## src/rtl/canfd_bt_pkg.sv

```systemverilog
`timescale 1ns/1ps
package canfd_bt_pkg;
   typedef enum logic [1:0] {
      SEG_SYNC = 2'd0,
      SEG_PH1  = 2'd1,
      SEG_PH2  = 2'd2
   } seg_e;

   localparam logic [1:0] TDC_OFF    = 2'd0;
   localparam logic [1:0] TDC_MANUAL = 2'd1;
   localparam logic [1:0] TDC_AUTO   = 2'd2;
endpackage

```

## src/rtl/bt_tq_prescaler.sv

```systemverilog
`timescale 1ns/1ps
module bt_tq_prescaler #(
   parameter int DIV_W = 8
) (
   input  logic             clk,
   input  logic             rst_n,
   input  logic             restart,
   input  logic [DIV_W-1:0] div,
   output logic             tick
);
   logic [DIV_W-1:0] cnt;

   // a shrinking divider mid-quantum closes the quantum at once (>=)
   always_ff @(posedge clk or negedge rst_n) begin
      if (!rst_n)                      cnt <= '0;
      else if (restart || cnt >= div)  cnt <= '0;
      else                             cnt <= cnt + 1'b1;
   end

   assign tick = rst_n && !restart && (cnt >= div);
endmodule

```

## src/rtl/bt_seg_sequencer.sv

```systemverilog
`timescale 1ns/1ps
module bt_seg_sequencer
   import canfd_bt_pkg::*;
#(
   parameter int CNT_W = 10,
   parameter int BQ_W  = 11
) (
   input  logic             clk,
   input  logic             rst_n,
   input  logic             restart,
   input  logic             tick,
   input  logic [CNT_W-1:0] len1,
   input  logic [CNT_W-1:0] len2,
   input  logic [CNT_W-1:0] sjw_len,
   input  logic             rs_req,
   input  logic             rs_late,
   input  logic [CNT_W-1:0] rs_err,
   output logic             sample,
   output logic             bend,
   output logic [BQ_W-1:0]  bq,
   output logic [1:0]       seg
);
   seg_e             st;
   logic [CNT_W-1:0] q, ext, shr, adj;
   logic             used;
   logic [CNT_W:0]   q_inc, end1, q_sh;
   logic             last1, last2, seg_last, late_ok, early_ok;

   always_comb begin
      adj   = (rs_err < sjw_len) ? rs_err : sjw_len;
      q_inc = {1'b0, q} + 1'b1;
      end1  = {1'b0, len1} + {1'b0, ext};
      q_sh  = q_inc + {1'b0, shr};
      last1 = (q_inc >= end1);
      last2 = (q_sh >= {1'b0, len2});
      unique case (st)
         SEG_PH1: seg_last = last1;
         SEG_PH2: seg_last = last2;
         default: seg_last = 1'b1;
      endcase
   end

   assign sample   = tick && (st == SEG_PH1) && last1;
   assign bend     = tick && (st == SEG_PH2) && last2;
   assign late_ok  = rs_req && rs_late && !used && (st != SEG_PH2) && !sample;
   assign early_ok = rs_req && !rs_late && !used && (st == SEG_PH2) && !bend;
   assign seg      = st;

   always_ff @(posedge clk or negedge rst_n) begin
      if (!rst_n) begin
         st <= SEG_SYNC; q <= '0; bq <= '0;
         ext <= '0; shr <= '0; used <= 1'b0;
      end else if (restart) begin
         st <= SEG_SYNC; q <= '0; bq <= '0;
         ext <= '0; shr <= '0; used <= 1'b0;
      end else begin
         if (tick) begin
            bq <= bend ? '0 : bq + 1'b1;
            if (seg_last) begin
               q <= '0;
               unique case (st)
                  SEG_SYNC: st <= SEG_PH1;
                  SEG_PH1:  st <= SEG_PH2;
                  default:  st <= SEG_SYNC;
               endcase
            end else begin
               q <= q + 1'b1;
            end
         end
         if (bend) begin
            ext <= '0; shr <= '0; used <= 1'b0;
         end else if (late_ok) begin
            ext <= adj; used <= 1'b1;
         end else if (early_ok) begin
            shr <= adj; used <= 1'b1;
         end
      end
   end
endmodule

```

## src/rtl/bt_ssp_gen.sv

```systemverilog
`timescale 1ns/1ps
module bt_ssp_gen
   import canfd_bt_pkg::*;
#(
   parameter int TDCO_W = 7,
   parameter int TDCV_W = 6,
   parameter int BQ_W   = 11,
   parameter bit TDC_EN = 1'b1
) (
   input  logic              tick,
   input  logic              data_act,
   input  logic [1:0]        mode,
   input  logic [TDCO_W-1:0] offset,
   input  logic [TDCV_W-1:0] manual,
   input  logic [TDCV_W-1:0] meas,
   input  logic [BQ_W-1:0]   bq,
   output logic              ssp
);
   generate
      if (TDC_EN) begin : g_tdc
         logic              en;
         logic [TDCV_W-1:0] dv;
         logic [BQ_W-1:0]   pos;
         always_comb begin
            en  = (mode == TDC_MANUAL) || (mode == TDC_AUTO);
            dv  = (mode == TDC_AUTO) ? meas : manual;
            pos = BQ_W'(offset) + BQ_W'(dv);
         end
         assign ssp = en && data_act && tick && (pos != '0) && (bq == pos - 1'b1);
      end else begin : g_none
         assign ssp = 1'b0;
      end
   endgenerate
endmodule

```

## src/rtl/canfd_bittime_gen.sv

```systemverilog
`timescale 1ns/1ps
module canfd_bittime_gen #(
   parameter int BRP_W  = 8,
   parameter int NT1_W  = 8,
   parameter int NT2_W  = 7,
   parameter int NSJW_W = 7,
   parameter int DT1_W  = 5,
   parameter int DT2_W  = 4,
   parameter int DSJW_W = 4,
   parameter int TDCO_W = 7,
   parameter int TDCV_W = 6,
   parameter bit TDC_EN = 1'b1
) (
   input  logic              clk,
   input  logic              rst_n,
   input  logic [BRP_W-1:0]  nom_brp,
   input  logic [NT1_W-1:0]  nom_tseg1,
   input  logic [NT2_W-1:0]  nom_tseg2,
   input  logic [NSJW_W-1:0] nom_sjw,
   input  logic [BRP_W-1:0]  dat_brp,
   input  logic [DT1_W-1:0]  dat_tseg1,
   input  logic [DT2_W-1:0]  dat_tseg2,
   input  logic [DSJW_W-1:0] dat_sjw,
   input  logic [1:0]        tdc_mode,
   input  logic [TDCO_W-1:0] tdc_offset,
   input  logic [TDCV_W-1:0] tdc_manual,
   input  logic [TDCV_W-1:0] tdc_meas,
   input  logic              data_sel,
   input  logic              hard_sync,
   input  logic              resync_req,
   input  logic              resync_late,
   input  logic [NSJW_W:0]   resync_err,
   output logic              tq_tick,
   output logic              sample_pt,
   output logic              bit_end,
   output logic              ssp_pt,
   output logic              data_active,
   output logic [1:0]        seg_state
);
   localparam int CNT_W = NT1_W + 2;
   localparam int BQ_W  = NT1_W + 3;

   generate
      if (DT1_W > NT1_W || DT2_W > NT2_W || DSJW_W > NSJW_W)
         $error("data fields must not be wider than nominal fields");
      if (NT2_W > NT1_W || NSJW_W + 1 >= CNT_W)
         $error("phase 2 and jump width must fit the segment counter");
      if (TDCO_W + 1 >= BQ_W || TDCV_W + 1 >= BQ_W)
         $error("delay compensation fields too wide for bit counter");
   endgenerate

   logic [BRP_W-1:0] brp_a;
   logic [CNT_W-1:0] len1, len2, sjwl, err_e;
   logic [BQ_W-1:0]  bq;

   always_comb begin
      if (data_active) begin
         brp_a = dat_brp;
         len1  = CNT_W'(dat_tseg1) + 1'b1;
         len2  = CNT_W'(dat_tseg2) + 1'b1;
         sjwl  = CNT_W'(dat_sjw) + 1'b1;
      end else begin
         brp_a = nom_brp;
         len1  = CNT_W'(nom_tseg1) + 1'b1;
         len2  = CNT_W'(nom_tseg2) + 1'b1;
         sjwl  = CNT_W'(nom_sjw) + 1'b1;
      end
      err_e = CNT_W'(resync_err);
   end

   always_ff @(posedge clk or negedge rst_n) begin
      if (!rst_n)                     data_active <= 1'b0;
      else if (hard_sync || bit_end)  data_active <= data_sel;
   end

   bt_tq_prescaler #(.DIV_W(BRP_W)) u_pre (
      .clk(clk), .rst_n(rst_n), .restart(hard_sync), .div(brp_a), .tick(tq_tick)
   );

   bt_seg_sequencer #(.CNT_W(CNT_W), .BQ_W(BQ_W)) u_seq (
      .clk(clk), .rst_n(rst_n), .restart(hard_sync), .tick(tq_tick),
      .len1(len1), .len2(len2), .sjw_len(sjwl),
      .rs_req(resync_req), .rs_late(resync_late), .rs_err(err_e),
      .sample(sample_pt), .bend(bit_end), .bq(bq), .seg(seg_state)
   );

   bt_ssp_gen #(.TDCO_W(TDCO_W), .TDCV_W(TDCV_W), .BQ_W(BQ_W), .TDC_EN(TDC_EN)) u_ssp (
      .tick(tq_tick), .data_act(data_active), .mode(tdc_mode),
      .offset(tdc_offset), .manual(tdc_manual), .meas(tdc_meas),
      .bq(bq), .ssp(ssp_pt)
   );
endmodule

```

## config.mk

```make
export PLATFORM = sky130hd
export DESIGN_NAME = canfd_bittime_gen
export DESIGN_NICKNAME = d
export VERILOG_FILES = /design/src/rtl/canfd_bt_pkg.sv /design/src/rtl/bt_tq_prescaler.sv /design/src/rtl/bt_seg_sequencer.sv /design/src/rtl/bt_ssp_gen.sv /design/src/rtl/canfd_bittime_gen.sv
export SDC_FILE = /design/constraint.sdc
export NUM_CORES = 1
export LEC_CHECK = 0
export BUFFER_PORTS_ARGS = -buffer_cell sky130_fd_sc_hd__buf_2
export CAP_MARGIN = 20
export CORE_MARGIN = 2
export CORE_UTILIZATION = 30
export CTS_CLUSTER_DIAMETER = 60
export DETAILED_ROUTE_END_ITERATION = 6
export SLEW_MARGIN = 0
export SYNTH_ARGS = -nofsm -noshare
export SYNTH_HDL_FRONTEND = slang
export SYNTH_SLANG_ARGS = --single-unit
export TNS_END_PERCENT = 30
```

## constraint.sdc

```tcl
create_clock -name clk -period 9.7 [get_ports clk]
set_input_delay 0.485 -clock clk [delete_from_list [all_inputs] [get_ports clk]]
set_output_delay 0.485 -clock clk [all_outputs]
set_load 0.01 [all_outputs]
```

==> summary.txt <==
Final layout
  – Final core area utilization: 35.83%
  – N_diodes: 0
  – # fillers: 1778
  – Final net count: 875
  – Syn-to-layout area delta: 17.36%
  – Post-Layout Cell Count: 943
  – Layout cells sized above 1: 18.66%

STA
  – Sum Neg Setup Slack: 0 ns
  – Slew @ Worst Pin: 1.059 ns
  – Setup ws final: 4.770 ns
  – RSZ-0062 raised after global routing: no
  – Fin. Hold Viols: 0
  – F_max: 202.8 MHz
  – Endpoints failing setup: 0
  – Pins Over Slew Limit: 0
  – Max-slew headroom: 29.42%
  – Minimum clock period: 4.930 ns
  – Layout Skew: 0.006026 ns
  – Period utilization: 50.83%

Clocking
  – Clock Tree Root: clkbuf_16
  – H-tree levels: 2
  – Setup Buffers After CTS: 0
  – # hold bufs at CTS: 0
  – Clk pin slew, worst setup/hold paths: 0.07 ns
  – CTS Buffer Depth: 2
  – Total CTS buffers: 5
  – CTS resizes: 0
  – # clock sinks: 49
  – Clk Latency, worst-skew pair: 0.29 ns
  – CTS tree: yes

Placement
  – Port Buffers: 92
  – Hpwl dp: 10260 um
  – GP Congestion: 0.8630
  – Cells after DPL: 934
  – Worst slack, placed: 4.712 ns

Yosys
  – Post-synth EDFFs: 0
  – Top-count cell post-synth: ha_1
  – Synthesis-stage register bit count: 49
  – Ys Warns: 0
  – Area contributors post-synth: dfrtp_1 23%, ha_1 16%, xnor2_1 5.7%
  – Synth Flop Type: dfrtp_1
  – Cell accounting for the most synthesized area: dfrtp_1
  – Most frequent cells after synthesis: 69 x ha_1, 62 x nor2_1, 49 x dfrtp_1
  – Synthesized Nets: 780
  – Yosys cell types: 62
  – Top cell type's share of synthesized area: 23.30%
  – Sequential area share after synthesis: 23.30%
  – Synth Instances: 622
  – Netlist Area Pre-Place: 5263 um2
  – Ys async rst share: 100.0%
  – Average cell area after synthesis: 8.461 um2

Setup path
  – FF-to-FF Start: data_active
  – CP max-delay cell: a2111oi_4
  – Cell family with most CP delay: compound AO/OA/AOI/OAI gates
  – R2R Path End: u_seq.q[7]
  – Worst path depth: 17
  – FF-to-FF setup slack: 4.77 ns
  – Max FO, Critical Path: 32
  – Crit path launch type: flop
  – R2R cell count: 17
  – Crit path buf inv count: 1
  – Worst setup path startpoint: data_active
  – Worst path max stage delay: 0.98 ns
  – Worst Setup End Kind: flop
  – CP Cell Sequence: buf_4 > o21ai_0 > ha_1 > a21oi_1 > o21ai_0 > a21o_1 > a21oi_1 > o21ai_0 > xnor2_1 > ha_1 > a21oi_1 > nor2b_1 > o31ai_1 > o31ai_1 > a2111oi_4 > nand2_2 > o22ai_1
  – Setup crit end: u_seq.q[7]
  – Worst Path Arrival: 5.14 ns
  – Worst path required time: 9.91 ns
  – Critical path class: flop to flop

Detailed routing
  – Post-route DRC: 0
  – Routed via count: 4609
  – Via density: 4.888
  – Antenna viol nets, final: 0
  – Routed WL per cell: 13.38 um
  – Iter 0 DRT Violations: 155
  – Drt pass-1 iters: 4
  – Detailed Route WL: 12620 um

Global routing
  – First-pass GRT wire length: 21370 um
  – Vias in the first global route: 4407
  – Largest net degree at the start of global routing: 52
  – Grt ovf: 0
  – Total GRT Usage: 14.16%
  – Initial antenna violation count: 0

Floorplanning
  – Core Area: 17240 um2
  – Die ar.: 18620 um2
  – Die X: 136.4 um
  – Die height: 136.4 um
  – Row count: 48
  – Starting Density: 30.53%
  – I/O Pins: 93

Job
  – Max-cap violations: 0

Run status
  – Status: finished, final reports clean

Power
  – PD cells: 97.75 nW/um2
  – Lkg Pwr: 2.881 nW
  – Max VDD drop: 0.06427 mV

Worst hold path
  – HP Class: primary input to asynchronous set/reset pin
-- power by group --
group	switching, mW	internal [mW]
clock network	0.0835	0.124
logic	0.0988	0.0835
registers	0.00608	0.208
-- flip-flops by register name, indices dropped and copies added, names as in the netlist --
name / count
u_seq.bq: 11
u_pre.cnt: 8
data_active: 1
u_seq.used: 1
u_seq.q: 10
u_seq.ext: 8
u_seq.shr: 8
u_seq.seg: 2
-- layout by cell type, fill, tap and decap left out, types with 4 or more instances in the layout --
| master | synthesis | routed |
|---|---|---|
| clkbuf_16 | 0 | 5 |
| nand3_1 | 37 | 37 |
| a21oi_1 | 29 | 29 |
| mux2_2 | 12 | 12 |
| o21a_1 | 5 | 5 |
| buf_4 | 1 | 6 |
| ha_1 | 69 | 69 |
| nor3_1 | 19 | 19 |
| a21oi_2 | 5 | 5 |
| a21o_1 | 7 | 7 |
| nand2b_1 | 12 | 12 |
| o22ai_1 | 6 | 6 |
| nor2b_1 | 8 | 8 |
| xor2_1 | 29 | 29 |
| and3_1 | 9 | 9 |
| a22o_1 | 4 | 4 |
| nor2_1 | 62 | 62 |
| o21ai_1 | 6 | 6 |
| buf_2 | 0 | 92 |
| o21ai_0 | 26 | 26 |
| nand4_1 | 8 | 8 |
| nand2_1 | 44 | 44 |
| inv_1 | 44 | 44 |
| mux2i_1 | 25 | 25 |
| a211oi_1 | 6 | 6 |
| xnor2_1 | 34 | 34 |
| or3_1 | 4 | 4 |
| dfrtp_1 | 49 | 48 |
-- stage by stage --
step	cell area, um2	hold slack, ns	power [mW]
after floorplan	5263	0.1894	0.3429
after CTS	6168	0.3422	0.6108
after global routing	6176	0.3843	0.6494
after detailed placement	5995	0.5093	0.4016
final	6176	0.3137	0.6037
after global placement	5995	0.5025	0.4009
-- worst min path at each step --
stage | start | endpoint | slack (ns) | cells after the start
after CTS | rst_n | u_seq.bq[7] | 0.34 | 2
after global placement | u_seq.used | u_seq.used | 0.50 | 2
after floorplan | rst_n | data_active | 0.19 | 0
after global routing | rst_n | u_seq.bq[7] | 0.38 | 2
after detailed placement | u_seq.used | u_seq.used | 0.51 | 2
final | rst_n | u_seq.bq[7] | 0.31 | 2
-- layer usage --
| layer | share of wire, % | vias to the layer above | wire length (um) | global-route usage [%] |
|---|---|---|---|---|
| met5 | 0 | - | 0 | 0 |
| met4 | 0.72 | 0 | 91 | 2.199 |
| met3 | 2.8 | 8 | 355 | 1.939 |
| met2 | 47 | 59 | 5876 | 23.67 |
| met1 | 50 | 2124 | 6293 | 19.77 |
| li1 | - | 2418 | - | - |
-- cell families (layout without fill, tap and decap cells) --
family	after synthesis	count (layout)	synth area share [%]
AND/OR/NAND/NOR	225	225	21.21
flip-flops	49	49	23.30
buffers and inverters	54	150	4.066
XOR/XNOR	64	64	10.91
AO/OA/AOI/OAI	120	120	15.43
multiplexers	38	38	7.537
adder cells (fa/ha/maj)	72	72	17.55
-- final cells by class --
type / instances / area (um2) / area share [%]
inverters: 44 / 165.2 / 2.674
well taps: 225 / 281.5 / 4.558
repair buffers: 98 / 505.5 / 8.185
multi-input cells: 519 / 3822 / 61.89
clock inverters: 3 / 48.80 / 0.7901
flip-flops and latches: 49 / 1227 / 19.87
clock buffers: 5 / 125.1 / 2.026
Power figures use the tool's default switching activity.
